===== src/rtl/lcdtg_pkg.sv =====
package lcdtg_pkg;

   // Each bit takes a low phase (data set up) and a high phase (clock rises).
   localparam int unsigned CLK_PER_BIT = 2;

   function automatic int unsigned slot_len(input int unsigned data_w);
      return CLK_PER_BIT * data_w;
   endfunction

   function automatic int unsigned cyc_width(input int unsigned data_w);
      return $clog2(CLK_PER_BIT * data_w);
   endfunction

   function automatic bit is_pow2(input int unsigned v);
      return (v != 0) && ((v & (v - 1)) == 0);
   endfunction

endpackage


===== src/rtl/lcdtg_scan_ctr.sv =====
module lcdtg_scan_ctr
   import lcdtg_pkg::*;
#(
   parameter int unsigned DATA_W = 8,
   parameter int unsigned HB_W   = 6,
   parameter int unsigned ROW_W  = 7,
   localparam int unsigned CYC_W = cyc_width(DATA_W)
) (
   input  logic             clk,
   input  logic             rst_n,
   input  logic             en,
   input  logic [HB_W-1:0]  cfg_hbytes_m1,
   input  logic [ROW_W-1:0] cfg_rows_m1,
   output logic             running,
   output logic             load_cfg,
   output logic [CYC_W-1:0] cyc,
   output logic [HB_W:0]    slot,
   output logic [ROW_W-1:0] row,
   output logic [HB_W-1:0]  hb_m1,
   output logic             ac
);

   localparam logic [CYC_W-1:0] CYC_LAST = CYC_W'(slot_len(DATA_W) - 1);

   logic [ROW_W-1:0] rows_m1;
   logic             last_cyc;
   logic             last_slot;
   logic             last_row;
   logic             frame_wrap;

   assign last_cyc   = (cyc == CYC_LAST);
   assign last_slot  = (slot == ({1'b0, hb_m1} + 1'b1));
   assign last_row   = (row == rows_m1);
   assign frame_wrap = running && last_cyc && last_slot && last_row;
   assign load_cfg   = en && (!running || frame_wrap);

   always_ff @(posedge clk or negedge rst_n) begin
      if (!rst_n) begin
         running <= 1'b0;
         cyc     <= '0;
         slot    <= '0;
         row     <= '0;
         ac      <= 1'b0;
         hb_m1   <= '0;
         rows_m1 <= '0;
      end else if (!en) begin
         running <= 1'b0;
         cyc     <= '0;
         slot    <= '0;
         row     <= '0;
         ac      <= 1'b0;
      end else begin
         running <= 1'b1;
         if (load_cfg) begin
            hb_m1   <= cfg_hbytes_m1;
            rows_m1 <= cfg_rows_m1;
         end
         if (running) begin
            if (last_cyc) begin
               cyc <= '0;
               if (last_slot) begin
                  slot <= '0;
                  if (last_row) begin
                     row <= '0;
                     ac  <= ~ac;
                  end else begin
                     row <= row + 1'b1;
                  end
               end else begin
                  slot <= slot + 1'b1;
               end
            end else begin
               cyc <= cyc + 1'b1;
            end
         end
      end
   end

endmodule


===== src/rtl/lcdtg_fetch.sv =====
module lcdtg_fetch
   import lcdtg_pkg::*;
#(
   parameter int unsigned DATA_W = 8,
   parameter int unsigned ADDR_W = 12,
   parameter int unsigned HB_W   = 6,
   parameter int unsigned ROW_W  = 7,
   localparam int unsigned CYC_W = cyc_width(DATA_W)
) (
   input  logic              clk,
   input  logic              rst_n,
   input  logic              running,
   input  logic              load_cfg,
   input  logic [CYC_W-1:0]  cyc,
   input  logic [HB_W:0]     slot,
   input  logic [HB_W-1:0]   hb_m1,
   input  logic [HB_W-1:0]   cfg_hbytes_m1,
   input  logic [ROW_W-1:0]  cfg_rows_m1,
   input  logic [ADDR_W-1:0] cfg_base,
   input  logic [DATA_W-1:0] rd_data,
   output logic              rd_en,
   output logic [ADDR_W-1:0] rd_addr,
   output logic [DATA_W-1:0] hold_up,
   output logic [DATA_W-1:0] hold_lo
);

   localparam int unsigned PROD_W = HB_W + ROW_W + 2;
   localparam logic [CYC_W-1:0] C_UP  = CYC_W'(0);
   localparam logic [CYC_W-1:0] C_LO  = CYC_W'(1);
   localparam logic [CYC_W-1:0] C_CAP = CYC_W'(2);

   logic [ADDR_W-1:0] up_addr;
   logic [ADDR_W-1:0] lo_addr;
   logic [ADDR_W-1:0] lo_start;
   logic [PROD_W-1:0] half_size;
   logic [HB_W:0]     hb_cnt;
   logic [ROW_W:0]    row_cnt;
   logic              fetch_slot;

   assign hb_cnt     = {1'b0, cfg_hbytes_m1} + 1'b1;
   assign row_cnt    = {1'b0, cfg_rows_m1} + 1'b1;
   assign half_size  = PROD_W'(hb_cnt) * PROD_W'(row_cnt);
   assign lo_start   = cfg_base + ADDR_W'(half_size);

   assign fetch_slot = running && (slot <= {1'b0, hb_m1});
   assign rd_en      = fetch_slot && ((cyc == C_UP) || (cyc == C_LO));
   assign rd_addr    = !rd_en ? '0 : ((cyc == C_LO) ? lo_addr : up_addr);

   always_ff @(posedge clk or negedge rst_n) begin
      if (!rst_n) begin
         up_addr <= '0;
         lo_addr <= '0;
         hold_up <= '0;
         hold_lo <= '0;
      end else begin
         if (load_cfg) begin
            up_addr <= cfg_base;
            lo_addr <= lo_start;
         end else if (rd_en) begin
            if (cyc == C_UP) up_addr <= up_addr + 1'b1;
            else             lo_addr <= lo_addr + 1'b1;
         end
         // Read data arrives one clock after each strobe.
         if (fetch_slot && (cyc == C_LO))  hold_up <= rd_data;
         if (fetch_slot && (cyc == C_CAP)) hold_lo <= rd_data;
      end
   end

endmodule


===== src/rtl/lcdtg_shifter.sv =====
module lcdtg_shifter #(
   parameter int unsigned DATA_W    = 8,
   parameter bit          LSB_FIRST = 1'b1
) (
   input  logic              clk,
   input  logic              rst_n,
   input  logic              load,
   input  logic              shift,
   input  logic [DATA_W-1:0] din,
   output logic              dout
);

   logic [DATA_W-1:0] sh;
   logic [DATA_W-1:0] sh_next;

   generate
      if (LSB_FIRST) begin : g_lsb
         assign dout    = sh[0];
         assign sh_next = {1'b0, sh[DATA_W-1:1]};
      end else begin : g_msb
         assign dout    = sh[DATA_W-1];
         assign sh_next = {sh[DATA_W-2:0], 1'b0};
      end
   endgenerate

   always_ff @(posedge clk or negedge rst_n) begin
      if (!rst_n)     sh <= '0;
      else if (load)  sh <= din;
      else if (shift) sh <= sh_next;
   end

endmodule


===== src/rtl/lcd_scan_timer.sv =====
module lcd_scan_timer
   import lcdtg_pkg::*;
#(
   parameter int unsigned DATA_W    = 8,
   parameter int unsigned ADDR_W    = 12,
   parameter int unsigned HB_W      = 6,
   parameter int unsigned ROW_W     = 7,
   parameter int unsigned LATCH_LEN = 8,
   parameter bit          LSB_FIRST = 1'b1
) (
   input  logic              clk,
   input  logic              rst_n,
   input  logic              en,
   input  logic [HB_W-1:0]   cfg_hbytes_m1,
   input  logic [ROW_W-1:0]  cfg_rows_m1,
   input  logic [ADDR_W-1:0] cfg_base,
   output logic              rd_en,
   output logic [ADDR_W-1:0] rd_addr,
   input  logic [DATA_W-1:0] rd_data,
   output logic              lcd_d_upper,
   output logic              lcd_d_lower,
   output logic              lcd_sclk,
   output logic              lcd_latch,
   output logic              lcd_frame,
   output logic              lcd_ac
);

   localparam int unsigned CYC_W = cyc_width(DATA_W);
   localparam int unsigned NLANE = 2;
   localparam logic [CYC_W-1:0] CYC_LAST  = CYC_W'(slot_len(DATA_W) - 1);
   localparam logic [CYC_W-1:0] LATCH_END = CYC_W'(LATCH_LEN - 1);

   // Elaboration-time parameter checks.
   if (DATA_W < 2 || !is_pow2(DATA_W)) begin : g_bad_data_w
      $error("DATA_W must be a power of two, at least 2");
   end
   if (LATCH_LEN < 1 || LATCH_LEN > slot_len(DATA_W)) begin : g_bad_latch
      $error("LATCH_LEN must lie within one slot");
   end
   if (ADDR_W < 2 || ADDR_W > 32) begin : g_bad_addr_w
      $error("ADDR_W out of range");
   end
   if (HB_W < 1 || ROW_W < 1) begin : g_bad_cnt_w
      $error("counter widths must be at least 1");
   end

   logic             running;
   logic             load_cfg;
   logic [CYC_W-1:0] cyc;
   logic [HB_W:0]    slot;
   logic [ROW_W-1:0] row;
   logic [HB_W-1:0]  hb_m1;
   logic             ac;
   logic [DATA_W-1:0] hold [NLANE];
   logic [NLANE-1:0]  lane_bit;
   logic              sh_load;
   logic              sh_shift;
   logic              data_ph;

   lcdtg_scan_ctr #(
      .DATA_W (DATA_W),
      .HB_W   (HB_W),
      .ROW_W  (ROW_W)
   ) u_scan (
      .clk           (clk),
      .rst_n         (rst_n),
      .en            (en),
      .cfg_hbytes_m1 (cfg_hbytes_m1),
      .cfg_rows_m1   (cfg_rows_m1),
      .running       (running),
      .load_cfg      (load_cfg),
      .cyc           (cyc),
      .slot          (slot),
      .row           (row),
      .hb_m1         (hb_m1),
      .ac            (ac)
   );

   lcdtg_fetch #(
      .DATA_W (DATA_W),
      .ADDR_W (ADDR_W),
      .HB_W   (HB_W),
      .ROW_W  (ROW_W)
   ) u_fetch (
      .clk           (clk),
      .rst_n         (rst_n),
      .running       (running),
      .load_cfg      (load_cfg),
      .cyc           (cyc),
      .slot          (slot),
      .hb_m1         (hb_m1),
      .cfg_hbytes_m1 (cfg_hbytes_m1),
      .cfg_rows_m1   (cfg_rows_m1),
      .cfg_base      (cfg_base),
      .rd_data       (rd_data),
      .rd_en         (rd_en),
      .rd_addr       (rd_addr),
      .hold_up       (hold[0]),
      .hold_lo       (hold[1])
   );

   assign data_ph  = running && (slot != '0);
   assign sh_load  = running && (cyc == CYC_LAST) && (slot <= {1'b0, hb_m1});
   assign sh_shift = data_ph && cyc[0];

   for (genvar i = 0; i < NLANE; i++) begin : g_lane
      lcdtg_shifter #(
         .DATA_W    (DATA_W),
         .LSB_FIRST (LSB_FIRST)
      ) u_sh (
         .clk   (clk),
         .rst_n (rst_n),
         .load  (sh_load),
         .shift (sh_shift),
         .din   (hold[i]),
         .dout  (lane_bit[i])
      );
   end

   assign lcd_d_upper = data_ph && lane_bit[0];
   assign lcd_d_lower = data_ph && lane_bit[1];
   assign lcd_sclk    = data_ph && cyc[0];
   assign lcd_latch   = running && (slot == '0) && (cyc <= LATCH_END);
   assign lcd_frame   = lcd_latch && (row == '0);
   assign lcd_ac      = ac;

endmodule


===== config.mk =====
export PLATFORM = sky130hd
export DESIGN_NAME = lcd_scan_timer
export DESIGN_NICKNAME = d
export VERILOG_FILES = /design/src/rtl/lcdtg_pkg.sv /design/src/rtl/lcdtg_scan_ctr.sv /design/src/rtl/lcdtg_fetch.sv /design/src/rtl/lcdtg_shifter.sv /design/src/rtl/lcd_scan_timer.sv
export SDC_FILE = /design/constraint.sdc
export NUM_CORES = 1
export LEC_CHECK = 0
export BUFFER_PORTS_ARGS = -buffer_cell sky130_fd_sc_hd__buf_2
export CORE_UTILIZATION = 31
export DETAILED_ROUTE_END_ITERATION = 8
export GPL_ROUTABILITY_DRIVEN = 0
export PLACE_DENSITY = 0.51
export SLEW_MARGIN = 40
export SYNTH_ARGS = -nofsm -noshare
export SYNTH_HDL_FRONTEND = slang
export SYNTH_SLANG_ARGS = --single-unit

===== constraint.sdc =====
create_clock -name clk -period 3.5 [get_ports clk]
set_clock_uncertainty 0.05 [all_clocks]
set_input_delay 0.35 -clock clk [delete_from_list [all_inputs] [get_ports clk]]
set_output_delay 0.35 -clock clk [all_outputs]
set_load 0.01 [all_outputs]

==> flow_summary.ini <==
[floorplanning]
fp.dieH_um = 151.8
fp.dieArea_sq_mm = 0.02303
core-area_sq_mm = 0.02189
initial_core_util = 0.3176
row_count = 54
die_x_um = 151.8
ios = 55

[clock_tree]
clockBufferDepth = 2
tritoncts = done
cts_sinks = 89
cts_root_buffer = clkbuf_16
cts_buffers = 9
h-tree-depth = 3
clkLatencyLatePin_ps = 360
clkTransAtPathRegs_ps = 70

[logic_synthesis]
syn_area_per_cell_sq_um = 9.381
netlist_instances = 741
ys_top_cells_by_count = dfrtp_1, inv_1, nand2_1
synth_seq_cells = 89
synth_edf_count = 0
yosysMostFrequentCell = dfrtp_1
ys_seq_area_frac = 0.3204
yosysWarningCount = 0
synth_top_area_frac = 0.3204
ys_types = 51
synth_top_area_cell = dfrtp_1
synth.top_cells.by_area = dfrtp_1, fa_1, ha_1, inv_1, nand2_1
syn-num-nets = 858
async_reset_ff_frac = 1.000
synthesis.area_sq_mm = 0.006952
synth_ff_type = dfrtp_1

[timing]
relSlewSlack = 0.6120
min_period_ps = 4219
setup_viol = 7
worst_pin_slew_ps = 576.6
finalHoldViolCount = 3
finalMaxSlewViolations = 0
fin_crit_sh = 1.205
rsz0062_at_grt = yes
fmax_ghz = 0.2370
whs_ps = -17.41
fin_ws_ps = -718.9

[setup_path]
rr_worst_depth = 9
setup.worst_path.start_class = input pin
r2r_slack_ps = 690
crit_path_max_incr_delay_ps = 550
cpMostUsedCell = fa_1
cp-end-kind = flop
required_ps = 3680
path_depth = 18
path_buf_inv = 5
crit_fanout = 5
crit_path_top_delay_cell = fa_1
cp_top_family = adder cells
crit_path_start = cfg_hbytes_m1[1]
crit_type = input pin to flop
crit_path_end = u_fetch.lo_addr[9]
cp.arrival_ps = 4400
reg2reg_from = u_scan.hb_m1[2]
crit_chain = buf_12 -> ha_4 -> nand3_4 -> xor2_4 -> nand2b_4 -> fa_1 -> fa_1 -> inv_1 -> fa_1 -> inv_1 -> fa_1 -> inv_2 -> ha_4 -> or4_4 -> o22ai_4 -> buf_6 -> xor2_1 -> mux2i_1
timing.rr.end = u_fetch.up_addr[1]

[placement]
io_buffers = 54
dp_hpwl_mm = 13.25
detailed_place.area_sq_mm = 0.008228

[cells_and_area]
nNetsFinal = 972
design_area_sq_mm = 0.008994
area_growth_pct = 29.37
nFillCells = 2237
diodes = 0
drive_gt1_frac = 0.3093

[run_status]
failed_checks = hold timing, setup timing
outcome = finished with violations

[routing]
wl_per_cell_um = 15.46
drcViolationCount = 0
dr.pass1.iters = 4
vias = 5449
drt_iter0_drc = 335
via_per_inst = 4.780
wirelength_mm = 17.63
ant_nets = 0

[power_and_ir_drop]
power_density_mw_per_mm2 = 562.8
vdd_ir_drop_max_mv = 0.2859
power.total_mw = 5.061
p_leak_nw = 4.185

[global_routing]
grt_pass1_vias = 5444
overflow = 0
grt_first_pass_wirelength_mm = 29.11
grt_max_degree = 90
grt_usage = 0.1642
antenna_found_initial = 0

[hold_path]
hold_class = input pin to async pin

[run]
maxCapViolations = 0
-- cells in the final DEF, fill, tap and decap left out, drive strengths merged, types with 8 or more instances in the layout --
cell type,n
o21ai,51
xor2,35
and4,9
mux2i,25
nand2b,11
clkbuf,10
buf,129
or2,8
mux2,29
xnor2,31
and3,15
inv,87
dfrtp,89
a21oi,20
nand3,26
fa,37
nor2,42
nand4,13
ha,44
nand2,82
and2,8
-- repair_timing --
item / in CTS / in global routing
hold buffers: 0 / 0
gates resized for setup: 58 / 34
endpoints found under the setup margin: 8 / 8
buffers inserted: 7 / 2
pin swaps: 47 / 27
-- logic make-up (layout without fill, tap and decap cells) --
kind of cell             after synthesis  count (layout)  synth area share
buffers and inverters                111             230           0.06479
multiplexers                          54              54           0.08297
AO/OA/AOI/OAI                         97              97           0.08027
XOR/XNOR                              67              67           0.08639
adder cells (fa/ha/maj)               81              81            0.1857
AND/OR/NAND/NOR                      242             242            0.1794
flip-flops                            89              89            0.3204
-- worst min path at each step --
stage	endpoint	slack, ps	depth (start not counted)
after floorplan	g_lane[0].u_sh.sh[0]	4	0
after global placement	u_scan.row[5]	390	2
after detailed placement	u_scan.row[5]	400	2
after CTS	u_scan.row[5]	10	2
after global routing	u_scan.row[5]	20	2
final	u_scan.row[5]	-20	2
-- per-layer routing --
| layer | track usage | up-vias | routed length (um) |
|---|---|---|---|
| met5 | 0 | - | 0 |
| met4 | 0.03960 | 0 | 160 |
| met3 | 0.02126 | 12 | 520 |
| met2 | 0.2552 | 73 | 8169 |
| met1 | 0.2396 | 2664 | 8776 |
| li1 | - | 2700 | - |
-- where the power goes --
part	switching, mW	internal (mW)	total (mW)
registers	0.198	1.24	1.44
logic	1.25	1.38	2.63
clock network	0.486	0.509	0.996
total	1.94	3.13	5.06
-- cell type report --
cell class | count | area (sq um) | share of cell area
multi-input cells | 541 | 4788 | 0.5324
flip-flops and latches | 89 | 2227 | 0.2476
repair buffers | 130 | 1006 | 0.1119
well taps | 280 | 350.3 | 0.03895
inverters | 84 | 315.3 | 0.03506
clock buffers | 9 | 225.2 | 0.02504
clock inverters | 7 | 81.33 | 0.009043
-- through the flow --
stage | hold slack (ps) | utilization | std cells | TNS [ps] | worst slack (ps)
floorplan | 4.409 | - | 741 | -3932 | -944.1
global placement | 392.3 | 0.3759 | 1115 | -7294 | -1276
detailed placement | 395.0 | 0.3759 | 1115 | -7385 | -1289
CTS | 10.47 | 0.4040 | 1138 | -3439 | -739.7
global route | 24.81 | 0.4108 | 1140 | -4293 | -854.8
finish | -17.41 | 0.4108 | 1140 | -3326 | -718.9
-- state kept, by name (all words and copies together) (netlist names) --
register,cells
u_fetch.hold_up,8
u_scan.slot,7
u_scan.ac,1
u_scan.running,1
u_scan.rows_m1,7
u_scan.hb_m1,6
g_lane.u_sh.sh,16
u_fetch.lo_addr,12
u_scan.row,7
u_scan.cyc,4
u_fetch.hold_lo,8
u_fetch.up_addr,12
Note: power is estimated with default switching activity, not from simulation.
